[config.mk]
export PLATFORM = sky130hd
export DESIGN_NAME = txdesc_unit
export DESIGN_NICKNAME = d
export VERILOG_FILES = /design/src/rtl/txd_pkg.sv /design/src/rtl/txd_slot.sv /design/src/rtl/txd_engine.sv /design/src/rtl/txd_irq.sv /design/src/rtl/txdesc_unit.sv
export SDC_FILE = /design/constraint.sdc
export NUM_CORES = 1
export LEC_CHECK = 0
export BUFFER_PORTS_ARGS = -buffer_cell sky130_fd_sc_hd__buf_2
export CORE_MARGIN = 2
export CORE_UTILIZATION = 40
export DETAILED_ROUTE_END_ITERATION = 6
export PLACE_DENSITY = 0.66
export SLEW_MARGIN = 20
export SYNTH_ARGS = -nofsm -noshare
export SYNTH_HDL_FRONTEND = slang
export SYNTH_SLANG_ARGS = --single-unit
export TNS_END_PERCENT = 5
[constraint.sdc]
create_clock -name clk -period 5.65 [get_ports clk]
set_input_delay 0 -clock clk [delete_from_list [all_inputs] [get_ports clk]]
set_output_delay 0 -clock clk [all_outputs]
set_load 0.005 [all_outputs]
[src/rtl/txd_pkg.sv]
package txd_pkg;

  localparam int SIZE_W    = 13;
  localparam int THR_LSB   = 16;
  localparam int THR_W     = 6;
  localparam int ST_OWN    = 13;
  localparam int ST_TUN    = 14;
  localparam int ST_TOK    = 15;
  localparam int ST_OWC    = 29;
  localparam int ST_TABT   = 30;
  localparam int ST_CRS    = 31;
  localparam int ISR_W     = 16;
  localparam int ISR_TOK   = 2;
  localparam int ISR_TER   = 3;
  localparam int ISR_BUSY  = 15;
  localparam int RETRY_LSB = 4;
  localparam int RETRY_W   = 4;
  localparam int COLL_W    = RETRY_W + 5;

  typedef enum logic [2:0] {
    SL_IDLE, SL_QUEUED, SL_FETCH, SL_SEND, SL_OK, SL_FAIL
  } slot_state_e;

  typedef enum logic [1:0] {
    END_NONE, END_OK, END_UNDER, END_ABORT
  } end_kind_e;

endpackage

[src/rtl/txd_slot.sv]
module txd_slot
  import txd_pkg::*;
(
  input  logic        clk,
  input  logic        rst_n,
  input  logic        stat_we,
  input  logic        addr_we,
  input  logic [31:0] wdata,
  input  logic        sel,
  input  logic        ev_begin,
  input  logic        ev_send,
  input  logic        ev_own,
  input  logic        ev_owc,
  input  logic        ev_crs,
  input  end_kind_e   ev_end,
  output logic [31:0] stat_word,
  output logic [31:0] base_addr,
  output logic        queued,
  output logic        busy,
  output logic        free
);

  slot_state_e        state_q, state_d;
  logic [SIZE_W-1:0]  size_q, size_d;
  logic [THR_W-1:0]   thr_q, thr_d;
  logic               own_q, own_d, tun_q, tun_d, tok_q, tok_d;
  logic               owc_q, owc_d, tabt_q, tabt_d, crs_q, crs_d;
  logic [31:0]        base_q;
  logic               take_wr;

  assign busy    = (state_q == SL_QUEUED) || (state_q == SL_FETCH) || (state_q == SL_SEND);
  assign queued  = (state_q == SL_QUEUED);
  assign take_wr = stat_we && !busy;

  always_comb begin
    state_d = state_q;
    size_d  = size_q;
    thr_d   = thr_q;
    own_d   = own_q;
    tun_d   = tun_q;
    tok_d   = tok_q;
    owc_d   = owc_q;
    tabt_d  = tabt_q;
    crs_d   = crs_q;
    if (take_wr) begin
      size_d  = wdata[SIZE_W-1:0];
      thr_d   = wdata[THR_LSB +: THR_W];
      own_d   = 1'b0;
      tun_d   = 1'b0;
      tok_d   = 1'b0;
      owc_d   = 1'b0;
      tabt_d  = 1'b0;
      crs_d   = 1'b0;
      state_d = (wdata[SIZE_W-1:0] != '0) ? SL_QUEUED : SL_IDLE;
    end else if (sel) begin
      if (ev_begin) state_d = SL_FETCH;
      if (ev_send)  state_d = SL_SEND;
      if (ev_own)   own_d   = 1'b1;
      if (ev_owc)   owc_d   = 1'b1;
      if (ev_crs)   crs_d   = 1'b1;
      case (ev_end)
        END_OK:    begin tok_d  = 1'b1; state_d = SL_OK;   end
        END_UNDER: begin tun_d  = 1'b1; state_d = SL_FAIL; end
        END_ABORT: begin tabt_d = 1'b1; state_d = SL_FAIL; end
        default:   ;
      endcase
    end
  end

  always_ff @(posedge clk or negedge rst_n) begin
    if (!rst_n) begin
      state_q <= SL_IDLE;
      size_q  <= '0;
      thr_q   <= '0;
      own_q   <= 1'b0;
      tun_q   <= 1'b0;
      tok_q   <= 1'b0;
      owc_q   <= 1'b0;
      tabt_q  <= 1'b0;
      crs_q   <= 1'b0;
    end else begin
      state_q <= state_d;
      size_q  <= size_d;
      thr_q   <= thr_d;
      own_q   <= own_d;
      tun_q   <= tun_d;
      tok_q   <= tok_d;
      owc_q   <= owc_d;
      tabt_q  <= tabt_d;
      crs_q   <= crs_d;
    end
  end

  always_ff @(posedge clk or negedge rst_n) begin
    if (!rst_n) begin
      base_q <= '0;
    end else if (addr_we) begin
      base_q <= wdata;
    end
  end

  assign stat_word = {crs_q, tabt_q, owc_q, 7'd0, thr_q, tok_q, tun_q, own_q, size_q};
  assign base_addr = base_q;
  assign free      = (size_q == '0) || (own_q && tok_q);

  AST_TOK_NEEDS_OWN: assert property (@(posedge clk) disable iff (!rst_n)
    tok_q |-> own_q);
  AST_BUSY_WRITE_KEEPS: assert property (@(posedge clk) disable iff (!rst_n)
    (stat_we && busy) |=> (size_q == $past(size_q)));

endmodule

[src/rtl/txd_engine.sv]
module txd_engine
  import txd_pkg::*;
#(
  parameter int NUM_SLOTS = 4,
  localparam int PTR_W    = (NUM_SLOTS > 1) ? $clog2(NUM_SLOTS) : 1
) (
  input  logic                 clk,
  input  logic                 rst_n,
  input  logic [NUM_SLOTS-1:0] slot_queued,
  input  logic [SIZE_W-1:0]    act_size,
  input  logic [THR_W-1:0]     act_thr,
  input  logic [31:0]          act_base,
  input  logic [RETRY_W-1:0]   retry_cfg,
  input  logic                 mem_ack,
  input  logic                 mac_done,
  input  logic                 mac_abort,
  input  logic                 mac_coll,
  input  logic                 mac_late_coll,
  input  logic                 mac_no_carrier,
  output logic [PTR_W-1:0]     ptr,
  output logic                 ev_begin,
  output logic                 ev_send,
  output logic                 ev_own,
  output logic                 ev_owc,
  output logic                 ev_crs,
  output end_kind_e            ev_end,
  output logic                 mem_req,
  output logic [31:0]          mem_addr,
  output logic                 tx_start
);

  typedef enum logic {E_IDLE, E_RUN} eng_state_e;

  eng_state_e         st_q, st_d;
  logic [PTR_W-1:0]   ptr_q, ptr_d;
  logic [SIZE_W-1:0]  cnt_q, cnt_d, cnt_nxt, start_pt, thr_bytes;
  logic [COLL_W-1:0]  coll_q, coll_d, limit;
  logic               wire_q, wire_d;
  logic               run, take, full_nxt, sending;

  assign run       = (st_q == E_RUN);
  assign limit     = {1'b0, retry_cfg, 4'd0} + COLL_W'(16);
  assign thr_bytes = SIZE_W'({act_thr, 5'd0});
  assign start_pt  = (act_thr == '0) ? act_size :
                     ((thr_bytes < act_size) ? thr_bytes : act_size);
  assign mem_req   = run && (cnt_q != act_size);
  assign take      = mem_req && mem_ack;
  assign cnt_nxt   = cnt_q + SIZE_W'(take);
  assign full_nxt  = (cnt_nxt == act_size);
  assign sending   = run && wire_q;
  assign mem_addr  = act_base + 32'(cnt_q);
  assign tx_start  = run && !wire_q && (cnt_q >= start_pt);

  assign ev_begin  = (st_q == E_IDLE) && slot_queued[ptr_q];
  assign ev_send   = tx_start;
  assign ev_own    = take && full_nxt;
  assign ev_owc    = sending && mac_late_coll;
  assign ev_crs    = sending && mac_no_carrier;
  assign ptr       = ptr_q;

  always_comb begin
    ev_end = END_NONE;
    if (sending) begin
      if (mac_abort)                                  ev_end = END_ABORT;
      else if (mac_done)                              ev_end = full_nxt ? END_OK : END_UNDER;
      else if (mac_coll && (coll_q + 1'b1 == limit))  ev_end = END_ABORT;
    end
  end

  always_comb begin
    st_d   = st_q;
    ptr_d  = ptr_q;
    cnt_d  = cnt_q;
    coll_d = coll_q;
    wire_d = wire_q;
    if (st_q == E_IDLE) begin
      if (ev_begin) begin
        st_d   = E_RUN;
        cnt_d  = '0;
        coll_d = '0;
        wire_d = 1'b0;
      end
    end else begin
      cnt_d = cnt_nxt;
      if (tx_start)             wire_d = 1'b1;
      if (sending && mac_coll)  coll_d = coll_q + 1'b1;
      if (ev_end != END_NONE) begin
        st_d  = E_IDLE;
        ptr_d = (32'(ptr_q) == NUM_SLOTS - 1) ? '0 : ptr_q + 1'b1;
      end
    end
  end

  always_ff @(posedge clk or negedge rst_n) begin
    if (!rst_n) begin
      st_q   <= E_IDLE;
      ptr_q  <= '0;
      cnt_q  <= '0;
      coll_q <= '0;
      wire_q <= 1'b0;
    end else begin
      st_q   <= st_d;
      ptr_q  <= ptr_d;
      cnt_q  <= cnt_d;
      coll_q <= coll_d;
      wire_q <= wire_d;
    end
  end

  AST_PTR_STEP: assert property (@(posedge clk) disable iff (!rst_n)
    (ev_end != END_NONE) |=> (32'(ptr_q) == (32'($past(ptr_q)) + 1) % NUM_SLOTS));
  AST_START_ONCE: assert property (@(posedge clk) disable iff (!rst_n)
    tx_start |=> !tx_start);
  AST_IDLE_NO_REQ: assert property (@(posedge clk) disable iff (!rst_n)
    (ev_end != END_NONE) |=> !mem_req);

endmodule

[src/rtl/txd_irq.sv]
module txd_irq
  import txd_pkg::*;
(
  input  logic             clk,
  input  logic             rst_n,
  input  logic             set_tok,
  input  logic             set_ter,
  input  logic             set_busy,
  input  logic             clr_we,
  input  logic [ISR_W-1:0] clr_mask,
  output logic [ISR_W-1:0] isr
);

  logic [ISR_W-1:0] isr_q, isr_d, set_v;
  logic             upd_en;

  always_comb begin
    set_v           = '0;
    set_v[ISR_TOK]  = set_tok;
    set_v[ISR_TER]  = set_ter;
    set_v[ISR_BUSY] = set_busy;
    isr_d           = (clr_we ? (isr_q & ~clr_mask) : isr_q) | set_v;
    upd_en          = clr_we || (set_v != '0);
  end

  always_ff @(posedge clk or negedge rst_n) begin
    if (!rst_n) begin
      isr_q <= '0;
    end else if (upd_en) begin
      isr_q <= isr_d;
    end
  end

  assign isr = isr_q;

  AST_TOK_FLAG: assert property (@(posedge clk) disable iff (!rst_n)
    set_tok |=> isr_q[ISR_TOK]);
  AST_TER_FLAG: assert property (@(posedge clk) disable iff (!rst_n)
    set_ter |=> isr_q[ISR_TER]);
  AST_BUSY_FLAG: assert property (@(posedge clk) disable iff (!rst_n)
    set_busy |=> isr_q[ISR_BUSY]);

endmodule

[src/rtl/txdesc_unit.sv]
module txdesc_unit
  import txd_pkg::*;
#(
  parameter int NUM_SLOTS = 4,
  parameter int ADDR_W    = 8
) (
  input  logic                 clk,
  input  logic                 rst_n,
  input  logic                 wr_en,
  input  logic [ADDR_W-1:0]    wr_addr,
  input  logic [31:0]          wr_data,
  input  logic [ADDR_W-1:0]    rd_addr,
  output logic [31:0]          rd_data,
  output logic [NUM_SLOTS-1:0] slot_free,
  output logic                 mem_req,
  output logic [31:0]          mem_addr,
  input  logic                 mem_ack,
  output logic                 tx_start,
  input  logic                 mac_done,
  input  logic                 mac_abort,
  input  logic                 mac_coll,
  input  logic                 mac_late_coll,
  input  logic                 mac_no_carrier
);

  localparam int PTR_W   = (NUM_SLOTS > 1) ? $clog2(NUM_SLOTS) : 1;
  localparam int WIDX_W  = ADDR_W - 2;
  localparam int IDX_ISR = 2 * NUM_SLOTS;
  localparam int IDX_CFG = 2 * NUM_SLOTS + 1;

  logic [WIDX_W-1:0]    wr_w, rd_w;
  logic                 wr_ok, rd_ok;
  logic [31:0]          stat_arr [NUM_SLOTS];
  logic [31:0]          base_arr [NUM_SLOTS];
  logic [NUM_SLOTS-1:0] queued_v, busy_v, stat_we_v;
  logic [PTR_W-1:0]     ptr;
  logic                 ev_begin, ev_send, ev_own, ev_owc, ev_crs;
  end_kind_e            ev_end;
  logic [RETRY_W-1:0]   retry_q;
  logic                 cfg_we, isr_we;
  logic [ISR_W-1:0]     isr;

  assign wr_w   = wr_addr[ADDR_W-1:2];
  assign rd_w   = rd_addr[ADDR_W-1:2];
  assign wr_ok  = wr_en && (wr_addr[1:0] == 2'b00);
  assign rd_ok  = (rd_addr[1:0] == 2'b00);
  assign cfg_we = wr_ok && (wr_w == WIDX_W'(IDX_CFG));
  assign isr_we = wr_ok && (wr_w == WIDX_W'(IDX_ISR));

  for (genvar i = 0; i < NUM_SLOTS; i++) begin : g_slot
    assign stat_we_v[i] = wr_ok && (wr_w == WIDX_W'(i));
    txd_slot u_slot (
      .clk       (clk),
      .rst_n     (rst_n),
      .stat_we   (stat_we_v[i]),
      .addr_we   (wr_ok && (wr_w == WIDX_W'(NUM_SLOTS + i))),
      .wdata     (wr_data),
      .sel       (ptr == PTR_W'(i)),
      .ev_begin  (ev_begin),
      .ev_send   (ev_send),
      .ev_own    (ev_own),
      .ev_owc    (ev_owc),
      .ev_crs    (ev_crs),
      .ev_end    (ev_end),
      .stat_word (stat_arr[i]),
      .base_addr (base_arr[i]),
      .queued    (queued_v[i]),
      .busy      (busy_v[i]),
      .free      (slot_free[i])
    );
  end

  txd_engine #(.NUM_SLOTS(NUM_SLOTS)) u_engine (
    .clk            (clk),
    .rst_n          (rst_n),
    .slot_queued    (queued_v),
    .act_size       (stat_arr[ptr][SIZE_W-1:0]),
    .act_thr        (stat_arr[ptr][THR_LSB +: THR_W]),
    .act_base       (base_arr[ptr]),
    .retry_cfg      (retry_q),
    .mem_ack        (mem_ack),
    .mac_done       (mac_done),
    .mac_abort      (mac_abort),
    .mac_coll       (mac_coll),
    .mac_late_coll  (mac_late_coll),
    .mac_no_carrier (mac_no_carrier),
    .ptr            (ptr),
    .ev_begin       (ev_begin),
    .ev_send        (ev_send),
    .ev_own         (ev_own),
    .ev_owc         (ev_owc),
    .ev_crs         (ev_crs),
    .ev_end         (ev_end),
    .mem_req        (mem_req),
    .mem_addr       (mem_addr),
    .tx_start       (tx_start)
  );

  txd_irq u_irq (
    .clk      (clk),
    .rst_n    (rst_n),
    .set_tok  (ev_end == END_OK),
    .set_ter  ((ev_end == END_UNDER) || (ev_end == END_ABORT)),
    .set_busy (|(stat_we_v & busy_v)),
    .clr_we   (isr_we),
    .clr_mask (wr_data[ISR_W-1:0]),
    .isr      (isr)
  );

  always_ff @(posedge clk or negedge rst_n) begin
    if (!rst_n) begin
      retry_q <= '0;
    end else if (cfg_we) begin
      retry_q <= wr_data[RETRY_LSB +: RETRY_W];
    end
  end

  always_comb begin
    rd_data = '0;
    if (rd_ok) begin
      for (int i = 0; i < NUM_SLOTS; i++) begin
        if (rd_w == WIDX_W'(i))             rd_data = stat_arr[i];
        if (rd_w == WIDX_W'(NUM_SLOTS + i)) rd_data = base_arr[i];
      end
      if (rd_w == WIDX_W'(IDX_ISR)) rd_data = 32'(isr);
      if (rd_w == WIDX_W'(IDX_CFG)) rd_data = 32'(retry_q) << RETRY_LSB;
    end
  end

  AST_ONE_ACTIVE: assert property (@(posedge clk) disable iff (!rst_n)
    $onehot0(busy_v & ~queued_v));

endmodule

======== Word-level counts from Yosys, hierarchy flattened ========
Cells that the tools add are included.
operators by class
  $add $sub $neg .......................... 5
  magnitude comparators ................... 4
  equal/unequal tests ..................... 41
  multiplexer cells ....................... 105
  bitwise logic cells ..................... 6
  reduce and logical (&&, ||, !) cells .... 128
operator list
  operator            count
  $mux 32             13
  $bmux 32 s2         2
  $mux 1              62
  $reduce_and 2->1    31
  $reduce_bool 2->1   30
  $logic_not 13->1    4
  $mux 13             4
  $eq 6x3->1 const B  8
  $mux 22             2
  $add 32x13->32      1
  $logic_and 1x1->1   30
  $mux 3              10
  $mux 9              3
  $eq 3x2->1 const B  8
  $eq 6x2->1 const B  4
  $eq 6x4->1 const B  4
  $reduce_bool 5->1   4
  $logic_not 6->1     3
  $and 16x16->16      1
  $mux 16             1
  $not 16->16         1
  $or 16x16->16       1
  $logic_or 1x1->1    14
  $add 13x1->13       1
  27 further kinds    47
storage, ports and cells
  register bits after elaboration ......... 286
  word-level logic and storage cells ...... 336

======== Logic depth before layout (Yosys ltp) ========
Gate-level depths: netlist (run 1).
  depth after elaboration ................. 18
  mapped depth ............................ 23
  mapped depth without buffers ............ 18

======== By module ========
A second synthesis (run 1) with hierarchy kept.
unflattened totals
  cells, all modules ...................... 1,826
  area, all modules ....................... 18,232.5 µm²
by module, submodules not included
  module       times used  cells each  area an instance (µm²)  sequential area each (µm²)
  txd_slot     4           211         2,458.6                 1,501.4
  txdesc_unit  1           476         4,036.4                 100.1
  txd_engine   1           470         3,781.1                 650.6
  txd_irq      1           36          580.6                   400.4

======== Least setup slack after synthesis (run 1) ========
Ideal clock, no wire load.
  path kind ............................... reg2reg
  start point ............................. register u_engine.ptr_q[1] (netlist: u_engine.ptr[1])
  end point ............................... register g_slot[0].u_slot.state_q[0]
  arrival ................................. 5.229 ns
  required time ........................... 5.524 ns
  path slack .............................. 0.295 ns
  stages on the path, launching flop included .. 22
  period minus slack after synthesis ...... 5.355 ns
  cells stage by stage .................... dfrtp_1 -> buf_2 -> buf_2 -> buf_2 -> buf_1 -> mux4_2 -> ha_1 -> a31o_1 -> a21o_1 -> a2111oi_0 -> a21oi_1 -> o31ai_1 -> a22oi_1 -> ha_1 -> a21o_1 -> a21oi_1 -> o21ai_0 -> o21ai_0 -> a211oi_1 -> nor4_1 -> nor2_1 -> a311o_1
RTL lines
  item                                            line                                  RTL
  start: declaration                              txd_engine.sv:35                      logic [PTR_W-1:0] ptr_q, ptr_d;
  start signal: assignment                        txd_engine.sv:103                     ptr_q <= ptr_d;
  $not 2->3 (not written as such) (*)             txdesc_unit.sv:77, txdesc_unit.sv:78
  $bmux 32 s2 (*)                                 txdesc_unit.sv:77, txdesc_unit.sv:78
  $mux 22 (not written as such) (*) (2 in a row)  txdesc_unit.sv:78                     .act_thr (stat_arr[ptr][THR_LSB +: THR_W]),
  $lt 11x13->1                                    txd_engine.sv:45                      ((thr_bytes < act_size) ? thr_bytes : act_size);
  $mux 13                                         txd_engine.sv:45
  $mux 13 (*)                                     txd_engine.sv:44                      assign start_pt = (act_thr == '0) ? act_size :
  $ge 13x13->1 (*)                                txd_engine.sv:52                      assign tx_start = run && !wire_q && (cnt_q >= start_pt);
  $logic_and 1x1->1 (*)                           txd_engine.sv:52
  net tx_start                                    txdesc_unit.sv:18                     output logic tx_start,
  $mux 3                                          txd_slot.sv:57                        if (ev_send) state_d = SL_SEND;
  $pmux 3 s2                                      txd_slot.sv:61                        case (ev_end)
  $mux 3                                          txd_slot.sv:55                        end else if (sel) begin
  $mux 3                                          txd_slot.sv:45                        if (take_wr) begin
  end signal: assignment                          txd_slot.sv:82                        state_q <= state_d;
  end: declaration                                txd_slot.sv:23                        slot_state_e state_q, state_d;
The timed path passes the listed nets; every way through them passes the cells marked *. The select of a mux whose other input is x is not followed.
A chain may end at the register's enable or synchronous reset.

======== Worst setup path after layout (run 1) ========
  start point ............................. register u_engine.ptr_q[0] (netlist: u_engine.ptr[0])
  end point ............................... output port tx_start
between the ends
  cells in the longest elaborated chain, start to end .. 9
RTL lines
  item                                            line
  $not 2->3 (not written as such) (*)             txdesc_unit.sv:77, txdesc_unit.sv:78
  $bmux 32 s2 (*)                                 txdesc_unit.sv:77, txdesc_unit.sv:78
  $mux 22 (not written as such) (*) (2 in a row)  txdesc_unit.sv:78
  $lt 11x13->1                                    txd_engine.sv:45
  $mux 13                                         txd_engine.sv:45
  $mux 13 (*)                                     txd_engine.sv:44
  $ge 13x13->1 (*)                                txd_engine.sv:52
  $logic_and 1x1->1 (*)                           txd_engine.sv:52
  end: declaration                                txdesc_unit.sv:18
Every way passes the cells marked *; elsewhere a longest branch is shown, timed or not. The select of a mux whose other input is x is not followed.

==> results of run 1 <==
## Yosys cell counts (14+ instances only)
cell / instances
a22oi_1: 28
nand2_1: 215
nor2_1: 83
xnor2_1: 34
a31oi_1: 35
mux4_2: 49
and3_1: 14
clkbuf_1: 74
xor2_1: 25
nand3_1: 28
dfrtp_1: 286
a222oi_1: 28
inv_1: 32
nor3_1: 31
a21boi_0: 17
o21ai_0: 48
a21oi_1: 57
a22o_1: 17
mux2_2: 179
a221oi_1: 21
buf_1: 16
ha_1: 41
## flip-flops by register name, summed over array words and instances, names as in the netlist
register and cells:
g_slot.u_slot.base_addr 128, g_slot.u_slot.crs_q 4, g_slot.u_slot.owc_q 4, g_slot.u_slot.own_q 4
g_slot.u_slot.size_q 52, g_slot.u_slot.state_q 12, g_slot.u_slot.tabt_q 4, g_slot.u_slot.thr_q 24
g_slot.u_slot.tok_q 4, g_slot.u_slot.tun_q 4, retry_q 4, u_engine.cnt_q 13
u_engine.coll_q 9, u_engine.ptr 2, u_engine.run 1, u_engine.wire_q 1
u_irq.isr 16
## report_power, final
group / total (mW) / switching (mW) / internal, mW
registers: 2.56 / 0.269 / 2.29
clock network: 2.15 / 0.887 / 1.26
logic: 1.91 / 1.09 / 0.814
total: 6.61 / 2.25 / 4.36
## final cells by class
cell class | instances | area share (%)
flip-flops and latches | 286 | 37.6
multi-input cells | 1112 | 45.9
clock inverters | 8 | 0.335
repair buffers | 194 | 6.64
inverters | 32 | 0.630
clock buffers | 53 | 5.41
well taps | 532 | 3.49
## metal layers
| layer | vias to the layer above | GRT usage [%] | part of all wire (%) |
|---|---|---|---|
| met5 | - | 0 | 0 |
| li1 | 5962 | - | - |
| met1 | 6784 | 34.3 | 42 |
| met3 | 120 | 6.04 | 9.5 |
| met4 | 0 | 7.73 | 2.9 |
| met2 | 709 | 40.1 | 46 |
## timing repair
action,4_1_cts,5_1_grt
setup endpoints to repair,0,8
hold buffers,36,0
buffers inserted,0,5
endpoints found under the hold margin,303,0
gates resized for setup,0,1
## through the flow
step                area, sq um  util, %  total power, mW  hold WS (ps)
floorplan                 16400        -             3.79          -296
global placement          17600     43.2             4.36          54.3
detailed placement        17600     43.2             4.41          45.2
CTS                       19000     46.8             6.58          20.3
global route              19100     46.9             6.91          42.0
finish                    19100     46.9             6.61          34.4
## path summary, 6_finish.rpt
kind,start,endpoint,slack [ps]
worst max-delay path,u_engine.ptr[0],tx_start,390
worst min-delay path,wr_addr[3],g_slot[2].u_slot.state_q[0],30
worst max register to register,u_engine.ptr[0],g_slot[2].u_slot.state_q[0],410
worst min register to register,g_slot[2].u_slot.owc_q,g_slot[2].u_slot.owc_q,500
max in group asynchronous,rst_n,u_engine.ptr[0],4230
min in group asynchronous,rst_n,g_slot[1].u_slot.base_addr[10],40
## cells by family (layout without fill, tap and decap cells)
group,count (synthesis),in the layout,synth area share [%]
DFF,286,286,43.6
muxes,236,236,19.7
buffers and inverters,138,287,3.44
AOI/OAI and AO/OA,327,327,14.3
and+or+nand+nor,448,448,12.5
adders and majority gates,42,42,3.25
xor gates and xnor gates,59,59,3.15
## worst min-delay path, stage by stage
cell	delay (ps)
buf_2	160
nand4_1	170
a311o_1	180
==> summary.md, run 1 <==
| Metric | Value |
|---|---|
| CTS clock-pin slew for the worst setup and hold paths | `60 ps` |
| Die Height | `between 200 and 250 um` |
| Residual DRC | `8` |
| Synthesis warning total | `0` |
| Global-route wire length before repair | `81.8 mm` |
| Share of layout cells above drive strength 1 | `28.2%` |
| Final Max Tran Viols | `0` |
| Storage cell area | `7160 sq um` |
| Post-synth ARST share | `100%` |
| Synthesis-stage register bit count | `286` |
| Final Instance Count excl. Fillers | `2217` |
| Root buf cell | `clkbuf_16` |
| H-tree depth | `2` |
| Fin. Hold Viols | `0` |
| Vias in the first global route | `between 10k and 15k` |
| Core area | `between 40000 and 50000 sq um` |
| R2R cell count | `18` |
| Largest stage delay on the critical path | `~720 ps` |
| CP required | `between 5000 and 6000 ps` |
| Register area share after synthesis | `43.6%` |
| Io pins | `127` |
| Max_cap viols | `0` |
| Stages on the worst setup path | `17` |
| Setup ws final | `386 ps` |
| Tcrit/Tclk final | `93.2%` |
| Result of the run | `finished with violations` |
| Avg Vias per Cell | `6.12` |
| Relative slew margins | `24.4%` |
| Grt total ovfl | `0` |
| WP data arrival | `5260 ps` |
| # rows | `74` |
| Total GRT Usage | `between 20% and 30%` |
| Slowest-stage cell, CP | `mux4_1` |
| Clock sinks | `286` |
| WL final | `53.8 mm` |
| Failing checks | `design-rule violations` |
| Max Clock Freq | `~190 MHz` |
| Cell Pwr Density | `347 nW/um^2` |
| Most frequent cells in the layout | `dfrtp_1, nand2_1, mux2_2, buf_2, nor2_1` |
| Post-synthesis cell type count | `74` |
| Fin nets | `1759` |
| Starting Density | `40.4%` |
| Worst-skew pair later-pin latency | `530 ps` |
| Drt first pass iters | `7` |
| Top-area cell type share of the netlist area | `43.6%` |
| TNS Setup | `0 ps` |
| Vias | `13.6k` |
| Clock skew after layout | `between 15 and 20 ps` |
| Syn Inst Count | `1536` |
| Most used cell, CP | `a21oi_1` |
| GP Congestion | `0.932` |
| Worst Path Buf+Inv | `3` |
| Final HPWL DP | `between 30 and 40 mm` |
| Top cells by area, synth | `dfrtp_1, mux2_2, mux4_2` |
| Mean Syn Cell Area | `~11 sq um` |
| CTS tree | `yes` |
| RSZ-0062 raised after global routing | `false` |
| Worst Max-Slew Pin Slew | `1130 ps` |
| Setup slack at placement | `about 290 ps` |
| Area Overhead vs Synth | `16.2%` |
| Antenna viol nets, final | `0` |
| # setup viols final | `0` |
| Multi-input gate area | `8760 sq um` |
| Clock buffer depth | `3` |
| Worst vdd ir | `roughly 0.00028 V` |
| Worst Hold Depth | `3` |
| CP Launch Type | `flop` |
| TritonCTS Buffers | `34` |
| Crit path max-delay family | `compound AO/OA/AOI/OAI gates` |
| Wire per inst | `24.3 um` |
| # fillers | `~3.7k` |
| Top cell type by total area after synthesis | `dfrtp_1` |
| Peak fanout along the critical path | `20` |
| Mapped cell area | `16400 sq um` |
| Most used DFF post-synth | `dfrtp_1` |
| Largest net degree at the start of global routing | `157` |
| Classification of the worst-slack hold path | `in2reg` |
| PortBufs | `126` |
| # diodes | `0` |
| Initial antenna violation count | `0` |
| Fin crit period | `about 5300 ps` |
| Number of DRC markers in iteration 0 | `roughly 1.5k` |
| WS Path Type | `reg2out` |
| CP cell instances | `buf_12, mux4_1, nor4_1, a31o_1, a21o_1, a2111oi_0, a21oi_1, a31o_2, nand2_1, ha_1, nand3_1, o21bai_1, a21oi_1, o21ai_0, a211oi_1, buf_4, buf_2` |
| Crit end category | `output pin` |
| Die outline area | `42700 sq um` |
| Dpl cells | `2115` |
| Leak | `8.84 nW` |
| Number of flops mapped to enable cells by yosys | `0` |
| Most common cell after layout, fill and taps aside | `dfrtp_1` |
| Net Count, Synth | `about 1.6k` |
| Die X | `between 200 and 250 um` |
Power figures use the tool's default switching activity.
==> run 2, diff against run 1 <==
--- a/config.mk
+++ b/config.mk
@@ -5,6 +5,7 @@
 export SDC_FILE = /design/constraint.sdc
 export NUM_CORES = 1
 export LEC_CHECK = 0
+export ABC_AREA = 1
 export BUFFER_PORTS_ARGS = -buffer_cell sky130_fd_sc_hd__buf_2
 export CORE_MARGIN = 2
 export CORE_UTILIZATION = 40
==> summary.md, run 2 <==
| Metric | Value |
|---|---|
| Worst r2r src | `u_engine.ptr[0]` |
| Root buf cell | `clkbuf_16` |
| Starting Density | `40.3% (about the same)` |
| Net Count, Synth | `2499 (+53%)` |
| Worst Max-Slew Pin Slew | `1090 ps (-46.3 ps)` |
| Die outline area | `44800 sq um (+5.1%)` |
| GP Congestion | `0.904 (-3.0%)` |
| Tcrit/Tclk final | `91.3% (-1.9 points)` |
| Crit end category | `flop` |
| Clock skew after layout | `14.8 ps (-4.44 ps)` |
| Worst vdd ir | `0.000256 V (-8.2%)` |
| Met3 routed WL | `6.00 mm (+18%)` |
| Global-route wire length before repair | `97.4 mm (+19%)` |
| Number of DRC markers in iteration 0 | `2049 (+33%)` |
| Cell Pwr Density | `404 nW/um^2 (+17%)` |
| R2r setup slk | `490 ps (+80 ps)` |
| Io pins | `127 (unchanged)` |
| Relative slew margins | `26.8% (+2.4 points)` |
| Residual DRC | `0 (-8)` |
| Grt total ovfl | `0 (unchanged)` |
| WS Path Type | `reg2reg` |
| Peak fanout along the critical path | `104 (+420%)` |
| CP required | `6040 ps (+390 ps)` |
| Highest Signal Layer | `met4` |
| # rows | `76 (+2.7%)` |
| Clock sinks | `286 (unchanged)` |
| Share of layout cells above drive strength 1 | `9.87% (-18 points)` |
| CTS tree | `yes` |
| H-tree depth | `2 (unchanged)` |
| Antenna viol nets, final | `0 (unchanged)` |
| Mapped cell area | `17300 sq um (+5.2%)` |
| Top cells by area, synth | `dfrtp_1, nand2_1, o21ai_0` |
| Post_cts resized | `0 (unchanged)` |
| Vias | `17.7k (+30%)` |
| Max_cap viols | `0 (unchanged)` |
| Synthesis warning total | `0 (unchanged)` |
| Fin. Hold Viols | `0 (unchanged)` |
| Avg Vias per Cell | `5.74 (-6.2%)` |
| CP Launch Type | `flop` |
| CTS clock-pin slew for the worst setup and hold paths | `60 ps (about the same)` |
| Post-synth ARST share | `100% (unchanged)` |
| Mean Syn Cell Area | `7.19 sq um (-33%)` |
| Most numerous cell in the Yosys netlist | `nand2_1` |
| Total GRT Usage | `28.3% (+3.1 points)` |
| Die X | `212 um (+2.5%)` |
| # setup viols final | `0 (unchanged)` |
| Synthesis-stage register bit count | `286 (unchanged)` |
| Classification of the worst-slack hold path | `in2reg` |
| WHS Endpoint | `u_irq.isr[2]` |
| Worst-skew pair later-pin latency | `530 ps (about the same)` |
| Result of the run | `complete, no violations` |
| Core area | `42800 sq um (+5.3%)` |
| Die Height | `212 um (+2.5%)` |
| DR WL met2 | `28.4 mm (+15%)` |
| RSZ-0062 raised after global routing | `false` |
| Vias in the first global route | `16.5k (+23%)` |
| Wire per inst | `20.7 um (-15%)` |
| Area Overhead vs Synth | `14.7%` |
| Hold Crit Start | `mac_done` |
| WP data arrival | `5550 ps (+290 ps)` |
| Most common cell after layout, fill and taps aside | `nand2_1` |
| Final HPWL DP | `43.1 mm (+18%)` |
| Clock buffer depth | `3 (unchanged)` |
| Most used DFF post-synth | `dfrtp_1` |
| Final Max Tran Viols | `0 (unchanged)` |
| TritonCTS Buffers | `34 (unchanged)` |
| WL met1 | `26.8 mm (+20%)` |
| Top cell type by total area after synthesis | `dfrtp_1` |
| Largest net degree at the start of global routing | `185 (+18%)` |
| Top-area cell type share of the netlist area | `41.5% (-2.2 points)` |
| Drt first pass iters | `5 (-2)` |
| Leak | `9.53 nW (+7.8%)` |
| # diodes | `0 (unchanged)` |
| Reg2reg end | `u_engine.ptr[0]` |
| R2R cell count | `27 (+9)` |
| Largest register FFs | `128 (unchanged)` |
| Fin nets | `2609 (+48%)` |
| PortBufs | `126 (unchanged)` |
| Number of flops mapped to enable cells by yosys | `0 (unchanged)` |
| Fin crit period | `5160 ps (-105 ps)` |
| Post-CTS setup buffers | `0 (unchanged)` |
| Worst hold slack | `12.3 ps (-22.1 ps)` |
| TNS Setup | `0 ps (unchanged)` |
| Commonest cells in the netlist | `nand2_1, o21ai_0, dfrtp_1` |
| Most frequent cells in the layout | `nand2_1, o21ai_0, dfrtp_1, inv_1, nor2_1` |
| Max Clock Freq | `194 MHz (+2.0%)` |
| Initial antenna violation count | `0 (unchanged)` |
| Register area share after synthesis | `41.5% (-2.2 points)` |
| WL final | `63.6 mm (+18%)` |
| Syn Inst Count | `2400 (+56%)` |
| Worst Hold Depth | `3 (unchanged)` |
| Post-synthesis cell type count | `47 (-36%)` |
## run 2: worst max path at each step
stage                    start  slack (ps)                          end
2_1_floorplan  u_engine.ptr[0]        1460  g_slot[0].u_slot.state_q[1]
3_3_place_gp   u_engine.ptr[0]         810              u_engine.ptr[0]
3_5_place_dp   u_engine.ptr[0]         680              u_engine.ptr[0]
4_1_cts        u_engine.ptr[1]         620                 mem_addr[22]
5_1_grt        u_engine.ptr[0]         210                     tx_start
6_report       u_engine.ptr[0]         490              u_engine.ptr[0]
## run 2: layout make-up
class                   count  area, sq um
clock buffers              50          972
fillers                  4258        23000
well taps                 546          683
inverters                 254          953
flip-flops and latches    286         7160
repair buffers            187         1230
clock inverters             9          104
multi-input cells        1747         8710
## run 2: report_power, final
part	internal (mW)	switching [mW]
registers	2.24	0.180
logic	1.11	2.30
clock network	1.28	0.900
total	4.63	3.38
## run 2: layer usage
layer,track usage [%],vias up
met5,0,-
met4,11.0,0
met3,5.55,133
met2,44.1,924
met1,38.8,8425
li1,-,8194
## run 2: kinds of logic after synthesis
kind of cell    synth area share, %
xor+xnor                       1.93
fa+ha+maj                      3.09
buf+inv                        8.41
simple gates                   26.0
compound gates                 19.1
flops                          41.5
## run 2: what timing repair did
item / CTS / global route
hold buffers: 37 / 0
setup endpoints to repair: 0 / 0
endpoints found under the hold margin: 328 / 0
## run 2: worst max-delay path, cell delays in order (launching register included)
cell     delay [ps]
dfrtp_2         390
buf_12          380
nand2_1          90
nand3_1         170
nand2_1         200
nand2_1         100
nand2_1          50
inv_1            50
nand3_1          60
nor3_1          320
nand3_1         190
nand3_1         130
inv_1            50
ha_1            230
ha_1            240
xnor2_1         340
inv_1            80
nand2_1          70
nand2_1          60
nor2_1          230
nand3_1         120
nor2_1          250
nand2_1         120
nand2_1          70
nand2_1         140
nand2_2         300
nand2_4         160
o21ai_0         350
## run 2: stage by stage
step	cells	setup WS [ps]	cell area, sq um	total power, mW	util [%]
2_1_floorplan	2400	1460	17300	4.62	-
3_3_place_gp	2983	806	18400	5.70	42.9
3_5_place_dp	2983	678	18400	5.75	42.9
4_1_cts	3079	618	19800	7.96	46.3
5_1_grt	3079	207	19800	8.47	46.3
6_report	3079	491	19800	8.01	46.3
==> run 3, diff against run 2 <==
--- a/config.mk
+++ b/config.mk
@@ -7,7 +7,6 @@
 export LEC_CHECK = 0
 export ABC_AREA = 1
 export BUFFER_PORTS_ARGS = -buffer_cell sky130_fd_sc_hd__buf_2
-export CORE_MARGIN = 2
 export CORE_UTILIZATION = 40
 export DETAILED_ROUTE_END_ITERATION = 6
 export PLACE_DENSITY = 0.66
==> summary.md, run 3 (synthesized netlist as in run 2, its figures left out) <==
| Metric | Value |
|---|---|
| Max Clock Freq | `183 MHz (-5.7%)` |
| Result of the run | `finished with violations` |
| Final Instance Count excl. Fillers | `3076 (-0.097%)` |
| Io pins | `127 (unchanged)` |
| Number of DRC markers in iteration 0 | `1900 (-7.3%)` |
| Most common cell after layout, fill and taps aside | `nand2_1` |
| Leak | `9.58 nW (+0.55%)` |
| Share of layout cells above drive strength 1 | `10.1% (+0.26 points)` |
| Final HPWL DP | `43.3 mm (+0.58%)` |
| Worst Max-Slew Pin Slew | `997 ps (-90.5 ps)` |
| Highest Signal Layer | `met4` |
| Largest register FFs | `128 (unchanged)` |
| Setup slack at placement | `857 ps (+179 ps)` |
| Die Height | `210 um (-0.94%)` |
| Relative slew margins | `33.5% (+6.7 points)` |
| Hold Crit Start | `mem_ack` |
| # fillers | `4212 (-1.1%)` |
| Final Max Tran Viols | `0 (unchanged)` |
| Global-route wire length before repair | `97.5 mm (+0.12%)` |
| WP data arrival | `5470 ps (-80 ps)` |
| Worst vdd ir | `0.000256 V (-0.20%)` |
| PnR Total Power | `8.12 mW (+1.4%)` |
| Avg Vias per Cell | `5.78 (+0.72%)` |
| Max_cap viols | `0 (unchanged)` |
| GP Congestion | `0.925 (+2.3%)` |
| Die X | `210 um (-0.94%)` |
| CP Launch Point | `u_engine.ptr[0]` |
| DR WL met2 | `27.7 mm (-2.6%)` |
| Initial antenna violation count | `0 (unchanged)` |
| Total GRT Usage | `28.6% (+0.27 points)` |
| # setup viols final | `0 (unchanged)` |
| H-tree depth | `2 (unchanged)` |
| RSZ-0062 raised after global routing | `false` |
| Crit end category | `output pin` |
| CP Launch Type | `flop` |
| Clock sinks | `286 (unchanged)` |
| Classification of the worst-slack hold path | `in2reg` |
| Largest net degree at the start of global routing | `114 (-38%)` |
| Die outline area | `44000 sq um (-1.9%)` |
| Area Overhead vs Synth | `15.3%` |
| Clock skew after layout | `21.9 ps (+7.15 ps)` |
| Worst hold slack | `47.7 ps (+35.4 ps)` |
| Setup ws final | `183 ps (-309 ps)` |
| Wire per inst | `20.5 um (-0.83%)` |
| Fin. Hold Viols | `0 (unchanged)` |
| Vias in the first global route | `17.0k (+2.7%)` |
| Vias | `17.8k (+0.62%)` |
| CTS clock-pin slew for the worst setup and hold paths | `60 ps (about the same)` |
| Tcrit/Tclk final | `96.8% (+5.5 points)` |
| Post_cts resized | `0 (unchanged)` |
| Worst-skew pair later-pin latency | `530 ps (about the same)` |
| Most frequent cells in the layout | `nand2_1, o21ai_0, dfrtp_1, inv_1, nor2_1` |
| WL met1 | `26.5 mm (-1.1%)` |
| Met3 routed WL | `6.22 mm (+3.6%)` |
| Cell Pwr Density | `408 nW/um^2 (+0.83%)` |
| Fin nets | `2611 (+0.077%)` |
| Antenna viol nets, final | `0 (unchanged)` |
| CP required | `5650 ps (-390 ps)` |
| Worst r2r src | `u_engine.ptr[0]` |
| Peak fanout along the critical path | `39 (-63%)` |
| Failing checks | `design-rule violations` |
| WS Path Type | `reg2out` |
| Residual DRC | `2 (+2)` |
| Clock buffer depth | `3 (unchanged)` |
| Starting Density | `40.9% (+0.54 points)` |
| Root buf cell | `clkbuf_16` |
| CTS tree | `yes` |
| TNS Setup | `0 ps (unchanged)` |
| Dpl cells | `2976 (-0.23%)` |
| PortBufs | `126 (unchanged)` |
| Grt total ovfl | `0 (unchanged)` |
| TritonCTS Buffers | `34 (unchanged)` |
| WL final | `63.0 mm (-0.93%)` |
| Core area | `42200 sq um (-1.3%)` |
| # diodes | `0 (unchanged)` |
| Drt first pass iters | `7 (+2)` |
| Fin crit period | `5470 ps (+309 ps)` |
| # rows | `75 (-1.3%)` |
| Post-CTS setup buffers | `0 (unchanged)` |
## run 3: cell count changes in the layout (fill, tap and decap cells not counted), moves of 2 or more
cell,change
dlygate4sd3_1,+2
clkinv_4,+2
clkbuf_1,-5
bufinv_16,+2
nand3_2,-2
clkbuf_8,+3
## run 3: worst paths after layout
kind	depth (start not counted)	slack, ps	to
max	20	180	mem_addr[24]
min	5	50	g_slot[2].u_slot.own_q
max reg2reg	24	510	u_irq.isr[2]
min reg2reg	1	480	u_irq.isr[6]
max in group asynchronous	3	4060	u_engine.ptr[0]
min in group asynchronous	2	100	u_engine.coll_q[4]
## run 3: critical path, cell delays in order, from the launching register on
cell and delay (ps):
dfrtp_2 430, inv_2 370, buf_4 480, nand2_1 130, a32oi_1 540, inv_1 130
fa_1 420, nand3b_1 170, nand2_1 100, nand2_1 60, nand2_1 60, nand2_1 50
nand2_1 160, a21boi_0 210, o21bai_1 510, nand2_1 110, nand2_1 160, nand2_1 150
nor3_1 310, xnor2_1 210, buf_2 170
## run 3: metrics by stage
stage          utilization, %  area (sq um)
4_1_cts                  47.2         19900
5_1_grt                  47.2         19900
3_5_place_dp             43.4         18300
3_3_place_gp             43.4         18300
6_report                 47.2         19900
2_1_floorplan               -         17300
## run 3: power by group
group / internal (mW) / leakage, nW / switching, mW / total (mW)
clock network: 1.42 / 0.574 / 0.922 / 2.34
registers: 2.24 / 3.83 / 0.185 / 2.42
logic: 1.09 / 5.18 / 2.27 / 3.36
## run 3: area by class of cell
type,instances,area (sq um),area share [%]
multi-input cells,1747,8710,43.8
flip-flops and latches,286,7160,35.9
repair buffers,189,1240,6.21
clock buffers,48,995,5.00
inverters,254,953,4.79
well taps,539,674,3.39
clock inverters,13,181,0.911
## run 3: timing repair
item,CTS,global route
hold endpoints to repair,331,0
hold buffers,39,0
setup endpoints to repair,0,0
## run 3: per-layer routing
layer,track usage (%),up-vias
li1,-,8215
met1,39.1,8404
met2,44.0,986
met3,5.42,181
met4,12.5,0
met5,0,-
